`src/rtl/slowbus_pkg.sv`:
```
package slowbus_pkg;

    typedef enum logic [1:0] {
        ST_IDLE = 2'd0,
        ST_BUSY = 2'd1,
        ST_DONE = 2'd2
    } bridge_state_t;

    // Slow-tick count for one address region.
    function automatic int unsigned region_ticks(
        input int unsigned base,
        input int unsigned step,
        input int unsigned region
    );
        return base + region * step;
    endfunction

endpackage

```
`src/rtl/slowbus_region_map.sv`:
```
module slowbus_region_map
    import slowbus_pkg::*;
#(
    parameter int ADDR_W      = 8,
    parameter int REGION_BITS = 2,
    parameter int TICK_BASE   = 1,
    parameter int TICK_STEP   = 2,
    parameter int CNT_W       = 3
) (
    input  logic [ADDR_W-1:0] addr,
    output logic [CNT_W-1:0]  ticks
);
    localparam int REGIONS = 1 << REGION_BITS;

    logic [CNT_W-1:0] tick_tbl [REGIONS];

    for (genvar r = 0; r < REGIONS; r++) begin : g_region
        assign tick_tbl[r] = CNT_W'(region_ticks(TICK_BASE, TICK_STEP, r));
    end

    assign ticks = tick_tbl[addr[ADDR_W-1 -: REGION_BITS]];

endmodule

```
`src/rtl/slowbus_engine.sv`:
```
module slowbus_engine #(
    parameter int ADDR_W      = 8,
    parameter int DATA_W      = 16,
    parameter int LOC_W       = 3,
    parameter int REGION_BITS = 2,
    parameter int TICK_BASE   = 1,
    parameter int TICK_STEP   = 2,
    parameter int SLOW_DIV    = 62,
    parameter int CNT_W       = 3
) (
    input  logic              clk,
    input  logic              rst,
    input  logic              req,
    input  logic              req_write,
    input  logic [ADDR_W-1:0] req_addr,
    input  logic [DATA_W-1:0] req_wdata,
    output logic              done,
    output logic [DATA_W-1:0] word_out
);
    localparam int DEPTH = 1 << LOC_W;
    localparam int PRE_W = (SLOW_DIV > 2) ? $clog2(SLOW_DIV) : 1;
    localparam logic [PRE_W-1:0] PRE_LAST = PRE_W'(SLOW_DIV - 1);

    logic [CNT_W-1:0]  start_ticks;
    logic              busy_q;
    logic [PRE_W-1:0]  pre_q;
    logic [CNT_W-1:0]  cnt_q;
    logic [LOC_W-1:0]  loc_q;
    logic              write_q;
    logic [DATA_W-1:0] wdata_q;
    logic [DATA_W-1:0] store [DEPTH];
    logic              tick;

    slowbus_region_map #(
        .ADDR_W     (ADDR_W),
        .REGION_BITS(REGION_BITS),
        .TICK_BASE  (TICK_BASE),
        .TICK_STEP  (TICK_STEP),
        .CNT_W      (CNT_W)
    ) u_map (
        .addr (req_addr),
        .ticks(start_ticks)
    );

    assign tick     = busy_q && (pre_q == PRE_LAST);
    assign done     = tick && (cnt_q == CNT_W'(1));
    assign word_out = store[loc_q];

    always_ff @(posedge clk) begin
        if (rst) begin
            busy_q  <= 1'b0;
            pre_q   <= '0;
            cnt_q   <= '0;
            loc_q   <= '0;
            write_q <= 1'b0;
            wdata_q <= '0;
            for (int i = 0; i < DEPTH; i++) begin
                store[i] <= '0;
            end
        end else if (req) begin
            busy_q  <= 1'b1;
            pre_q   <= '0;
            cnt_q   <= start_ticks;
            loc_q   <= req_addr[LOC_W-1:0];
            write_q <= req_write;
            wdata_q <= req_wdata;
        end else if (busy_q) begin
            if (tick) begin
                pre_q <= '0;
                cnt_q <= cnt_q - CNT_W'(1);
                if (cnt_q == CNT_W'(1)) begin
                    busy_q <= 1'b0;
                    if (write_q) begin
                        store[loc_q] <= wdata_q;
                    end
                end
            end else begin
                pre_q <= pre_q + PRE_W'(1);
            end
        end
    end

    // completion strobe is exactly one cycle wide
    a_r5_done_single: assert property (@(posedge clk) disable iff (rst)
        done |=> !done);

    // a request never lands on a transfer already in flight
    a_r3_req_when_idle: assert property (@(posedge clk) disable iff (rst)
        req |-> !busy_q);

endmodule

```
`src/rtl/slowbus_bridge.sv`:
```
module slowbus_bridge
    import slowbus_pkg::*;
#(
    parameter int ADDR_W      = 8,
    parameter int DATA_W      = 16,
    parameter int LOC_W       = 3,
    parameter int REGION_BITS = 2,
    parameter int TICK_BASE   = 1,
    parameter int TICK_STEP   = 2,
    parameter int SLOW_DIV    = 62
) (
    input  logic              clk,
    input  logic              rst,
    input  logic              sel_n,
    input  logic              rd,
    input  logic              wr,
    input  logic [ADDR_W-1:0] addr,
    input  logic [DATA_W-1:0] wdata,
    output logic [DATA_W-1:0] rdata,
    output logic              waitreq
);
    localparam int MAX_TICKS = TICK_BASE + ((1 << REGION_BITS) - 1) * TICK_STEP;
    localparam int CNT_W     = $clog2(MAX_TICKS + 1);

    bridge_state_t     state_q, state_d;
    logic              access;
    logic              req;
    logic              eng_done;
    logic [DATA_W-1:0] eng_word;
    logic              is_read_q;
    logic [DATA_W-1:0] rdata_q;

    assign access = !sel_n && (rd || wr);

    slowbus_engine #(
        .ADDR_W     (ADDR_W),
        .DATA_W     (DATA_W),
        .LOC_W      (LOC_W),
        .REGION_BITS(REGION_BITS),
        .TICK_BASE  (TICK_BASE),
        .TICK_STEP  (TICK_STEP),
        .SLOW_DIV   (SLOW_DIV),
        .CNT_W      (CNT_W)
    ) u_engine (
        .clk      (clk),
        .rst      (rst),
        .req      (req),
        .req_write(wr && !rd),
        .req_addr (addr),
        .req_wdata(wdata),
        .done     (eng_done),
        .word_out (eng_word)
    );

    // State register
    always_ff @(posedge clk) begin
        if (rst) begin
            state_q <= ST_IDLE;
        end else begin
            state_q <= state_d;
        end
    end

    // Next state and outputs
    always_comb begin
        state_d = state_q;
        req     = 1'b0;
        waitreq = 1'b0;
        unique case (state_q)
            ST_IDLE: begin
                if (access) begin
                    req     = 1'b1;
                    waitreq = 1'b1;
                    state_d = ST_BUSY;
                end
            end
            ST_BUSY: begin
                waitreq = 1'b1;
                if (eng_done) begin
                    state_d = ST_DONE;
                end
            end
            ST_DONE: begin
                state_d = ST_IDLE;
            end
            default: begin
                state_d = ST_IDLE;
            end
        endcase
    end

    // Read capture
    always_ff @(posedge clk) begin
        if (rst) begin
            is_read_q <= 1'b0;
            rdata_q   <= '0;
        end else begin
            if (req) begin
                is_read_q <= rd;
            end
            if (eng_done && is_read_q) begin
                rdata_q <= eng_word;
            end
        end
    end

    assign rdata = rdata_q;

    // stall is held while the engine has not finished
    a_r3_hold_while_busy: assert property (@(posedge clk) disable iff (rst)
        (state_q == ST_BUSY && !eng_done) |=> waitreq);

    // stall drops in the cycle after completion
    a_r5_release_after_done: assert property (@(posedge clk) disable iff (rst)
        eng_done |=> !waitreq);

    // read data only changes when a completion preceded it
    a_r6_rdata_held: assert property (@(posedge clk) disable iff (rst)
        !eng_done |=> $stable(rdata));

    // completion only arrives while the bridge is waiting
    a_r3_done_in_busy: assert property (@(posedge clk) disable iff (rst)
        eng_done |-> (state_q == ST_BUSY));

endmodule

```
`config.mk`:
```
export PLATFORM = sky130hd
export DESIGN_NAME = slowbus_bridge
export DESIGN_NICKNAME = d
export VERILOG_FILES = /design/src/rtl/slowbus_pkg.sv /design/src/rtl/slowbus_region_map.sv /design/src/rtl/slowbus_engine.sv /design/src/rtl/slowbus_bridge.sv
export SDC_FILE = /design/constraint.sdc
export NUM_CORES = 1
export LEC_CHECK = 0
export ABC_AREA = 1
export CORE_ASPECT_RATIO = 0.9
export CORE_MARGIN = 8
export CORE_UTILIZATION = 60
export DETAILED_ROUTE_END_ITERATION = 7
export MAX_ROUTING_LAYER = met4
export PLACE_DENSITY_LB_ADDON = 0.15
export SLEW_MARGIN = 0
export SYNTH_ARGS = -nofsm -noshare
export SYNTH_HDL_FRONTEND = slang
export SYNTH_SLANG_ARGS = --single-unit
```
`constraint.sdc`:
```
create_clock -name clk -period 2.8 [get_ports clk]
set_input_delay 0.7 -clock clk [delete_from_list [all_inputs] [get_ports clk]]
set_output_delay 0.7 -clock clk [all_outputs]
set_load 0.02 [all_outputs]
```
==> reports/metrics.cfg <==
[sta]
report.final.hold_viol_count = 0
slew_viol_final = 0
min_period_over_period_pct = 85.4
fin_hold_ws_ns = 0.490
worst_clock_skew_ns = 0.00507
final.min_clock_period_ns = 2.39
setup_violations = 0
rsz0062_at_grt = no
fmax_mhz = 418
slew_headroom_pct = 50.3
worstMarginPinSlew_ns = 0.745

[logic_synthesis]
ys_ff_latch = 177
synth_top_family_by_area = simple AND/OR/NAND/NOR gates
synth_edf_count = 128
synth_area_leaders = edfxtp_1 (46%), dfxtp_1 (12%), nand2_1 (12%), inv_1 (9.0%), nor2_1 (7.9%)
synth_mux_area_share_pct = 0
synth.largest_area_cell = edfxtp_1
yosys_warnings = 0
synth-adder-area-share_pct = 0.605
synth-compound-area-share_pct = 1.68
synth-simple-area-share_pct = 26.7
synth_top_area_share_pct = 46.4
synth_cell_types = 28
async_reset_ff_share_pct = 0
synth_most_common_cell = nand2_1
syn_avg_cell_area_sq_um = 8.33
ys_seq_area_share_pct = 58.3
syn_inst = 994
synthXorXnorAreaFrac_pct = 0.423
synth_common_cells = nand2_1 (257), inv_1 (199), nor2_1 (174)
synth-main-ff-cell = edfxtp_1
synth_area_sq_mm = 0.00828
synth.net_count = 1027

[worst_setup_path]
startpoint_type = input pin
critical_path_arrival_ns = 2.52
critical_path_peak_fanout = 9
crit_family = simple AND/OR/NAND/NOR gates
cp.required_ns = 2.93
max_stage_delay_ns = 0.43
crit_slowest_cell = clkdlybuf4s50_1
crit_chain = clkdlybuf4s50_1 -> inv_1 -> nand2_1 -> nand3_2 -> buf_4 -> nand3_1 -> nor2_8 -> nand2_4 -> nand2_1 -> buf_4
critPathCaptureType = flip-flop
worst-path-buf-inv = 4
crit_type = input pin to flip-flop

[clock_network]
cts_resized = 0
cts_max_level = 4
post_cts_buffers = 0
clockRootBuffer = clkbuf_16
clk_pin_slew_ns = 0.06
cts_tree = yes
cts_buffer_depth = 2
clock_latency_ns = 0.42
cts_inserted_buffers = 17
clkSinkCount = 177
ctsHoldBuffers = 0

[global_routing]
antenna_found_initial = 0
grt_pass1_wl_mm = 29.7
grt_usage_pct = 22.4
grt_pass1_vias = 5810
grt_max_degree = 69
globalRoute.totalOverflow = 0

[floorplanning]
ioPinCount = 46
rows = 40
die_h_um = 127
dieWidth_um = 140
core_sq_mm = 0.0134
initial_core_util_pct = 61.7
die_area_sq_mm = 0.0178

[drt]
routed_wl_mm = 18.6
antenna_left = 0
drc = 0
avgRoutedWirePerCell_um = 15.1
drt-initial-drc-count = 591
first_pass_iters = 8
num_vias = 6188
via_per_inst = 5.01

[cells_and_area]
fillCellCount = 1075
final_core_util_pct = 70.6
finalNetCount = 1087
diodes = 0
drive_gt1_share_pct = 7.50
area_growth_pct = 14.4

[pwr]
pwr-share-seq_pct = 53.8
switching_share_pct = 23.8
netSwitchingPower_mw = 1.31
clockPowerShare_pct = 36.8
leakagePower_nw = 4.35
ir_drop_v = 0.000465
p_int_mw = 4.20
power_frac_comb_pct = 9.4
power.density_mw_per_mm2 = 582

[job]
cap_violations = 0

[run_status]
status = finished clean

[worst_hold_path]
min_path_type = flip-flop to flip-flop

[placed_design]
globalplace.congestion = 0.839
port_buffers = 42
hpwl_mm = 12.6

## cells by family after synthesis
| logic type | after synthesis |
|---|---|
| fa+ha+maj | 4 |
| xor+xnor | 4 |
| compound gates | 27 |
| buf+inv | 253 |
| flops | 177 |
| simple gates | 529 |
## layer usage
layer	vias up	part of all wire, %	track usage, %
met5	-	0	-
met4	0	2.5	10.1
li1	3124	-	-
met3	34	7.1	4.88
met2	181	48	35.3
met1	2849	43	27.3
## registers in the layout, summed over array words and instances (netlist names)
name / cells
u_engine.store: 128
rdata: 16
u_engine.wdata_q: 16
u_engine.pre_q: 6
u_engine.cnt_q: 3
u_engine.loc_q: 3
state_q: 2
is_read_q: 1
u_engine.busy_q: 1
u_engine.write_q: 1
## placed cells by master, fill, tap and decap left out
master           Yosys  layout
buf_4                0      36
nor2_2               7       7
clkinvlp_4           0       1
dfxtp_1             49      48
a21oi_1              3       3
nor2_4               1       1
nand3_4              1       1
o21ai_0             22      22
ha_1                 4       4
xnor2_1              2       2
a31oi_1              1       1
clkbuf_16            0      17
o31ai_1              1       1
inv_2                0       1
nand2_1            257     257
nand4_1              3       3
nand2_2              1       1
nand3_2              1       1
nor3_1               2       2
clkinv_1            17      20
nand3b_1             1       1
dlymetal6s2s_1       0       1
nor2_1             174     174
clkdlybuf4s50_1      0      41
clkinv_2             0       4
nor2_8               1       1
xor2_1               2       2
inv_1              199     199
dfxtp_2              0       1
nand2_4              8       8
edfxtp_1           128     128
nand3_1             72      72
clkbuf_1            23       6
## path summary, 6_finish.rpt
check                               end  slack, ns  depth (start not counted)              start
setup / recovery  u_engine.store[5][15]       0.41                         10                 rd
hold / removal        u_engine.cnt_q[1]       0.49                          2  u_engine.cnt_q[1]
setup reg to reg  u_engine.store[5][15]       0.73                          8  u_engine.pre_q[0]
hold reg to reg       u_engine.cnt_q[1]       0.49                          2  u_engine.cnt_q[1]
## through the flow
step	total power [mW]	instances	TNS [ns]	setup WS (ns)	cell area, sq um
detailed placement	3.53	1203	-0.0689	-0.00838	8970
finish	5.51	1235	0	0.407	9470
floorplan	3.32	994	0	0.385	8280
CTS	5.54	1235	0	0.0455	9470
global route	5.71	1235	0	0.298	9470
global placement	3.52	1203	-0.0450	-0.00573	8970
## layout make-up
class / instances / area, sq um / share of cell area, %
sequential: 177 / 4830 / 51.0
multi-input combinational: 564 / 2440 / 25.7
inverter: 216 / 811 / 8.56
timing repair buffer: 78 / 693 / 7.32
clock buffer: 23 / 448 / 4.73
tap: 168 / 210 / 2.22
clock inverter: 9 / 42.5 / 0.449
## worst register-to-register path: stages, from the launching register on
cell and delay (ns):
dfxtp_1 0.39, ha_1 0.17, nand2_1 0.08, nor2_4 0.16
nand3_4 0.14, nor2_8 0.34, nand2_4 0.17, nand2_1 0.11
buf_4 0.20
## power by group through the flow
stage | Clock (mW) | Sequential, mW | Combinational [mW]
floorplan | 0 | 3.01 | 0.313
finish | 2.03 | 2.96 | 0.520
detailed placement | 0 | 3.02 | 0.516
global route | 2.15 | 2.97 | 0.584
CTS | 2.05 | 2.96 | 0.523
global placement | 0 | 3.01 | 0.507
Power figures use the tool's default switching activity.
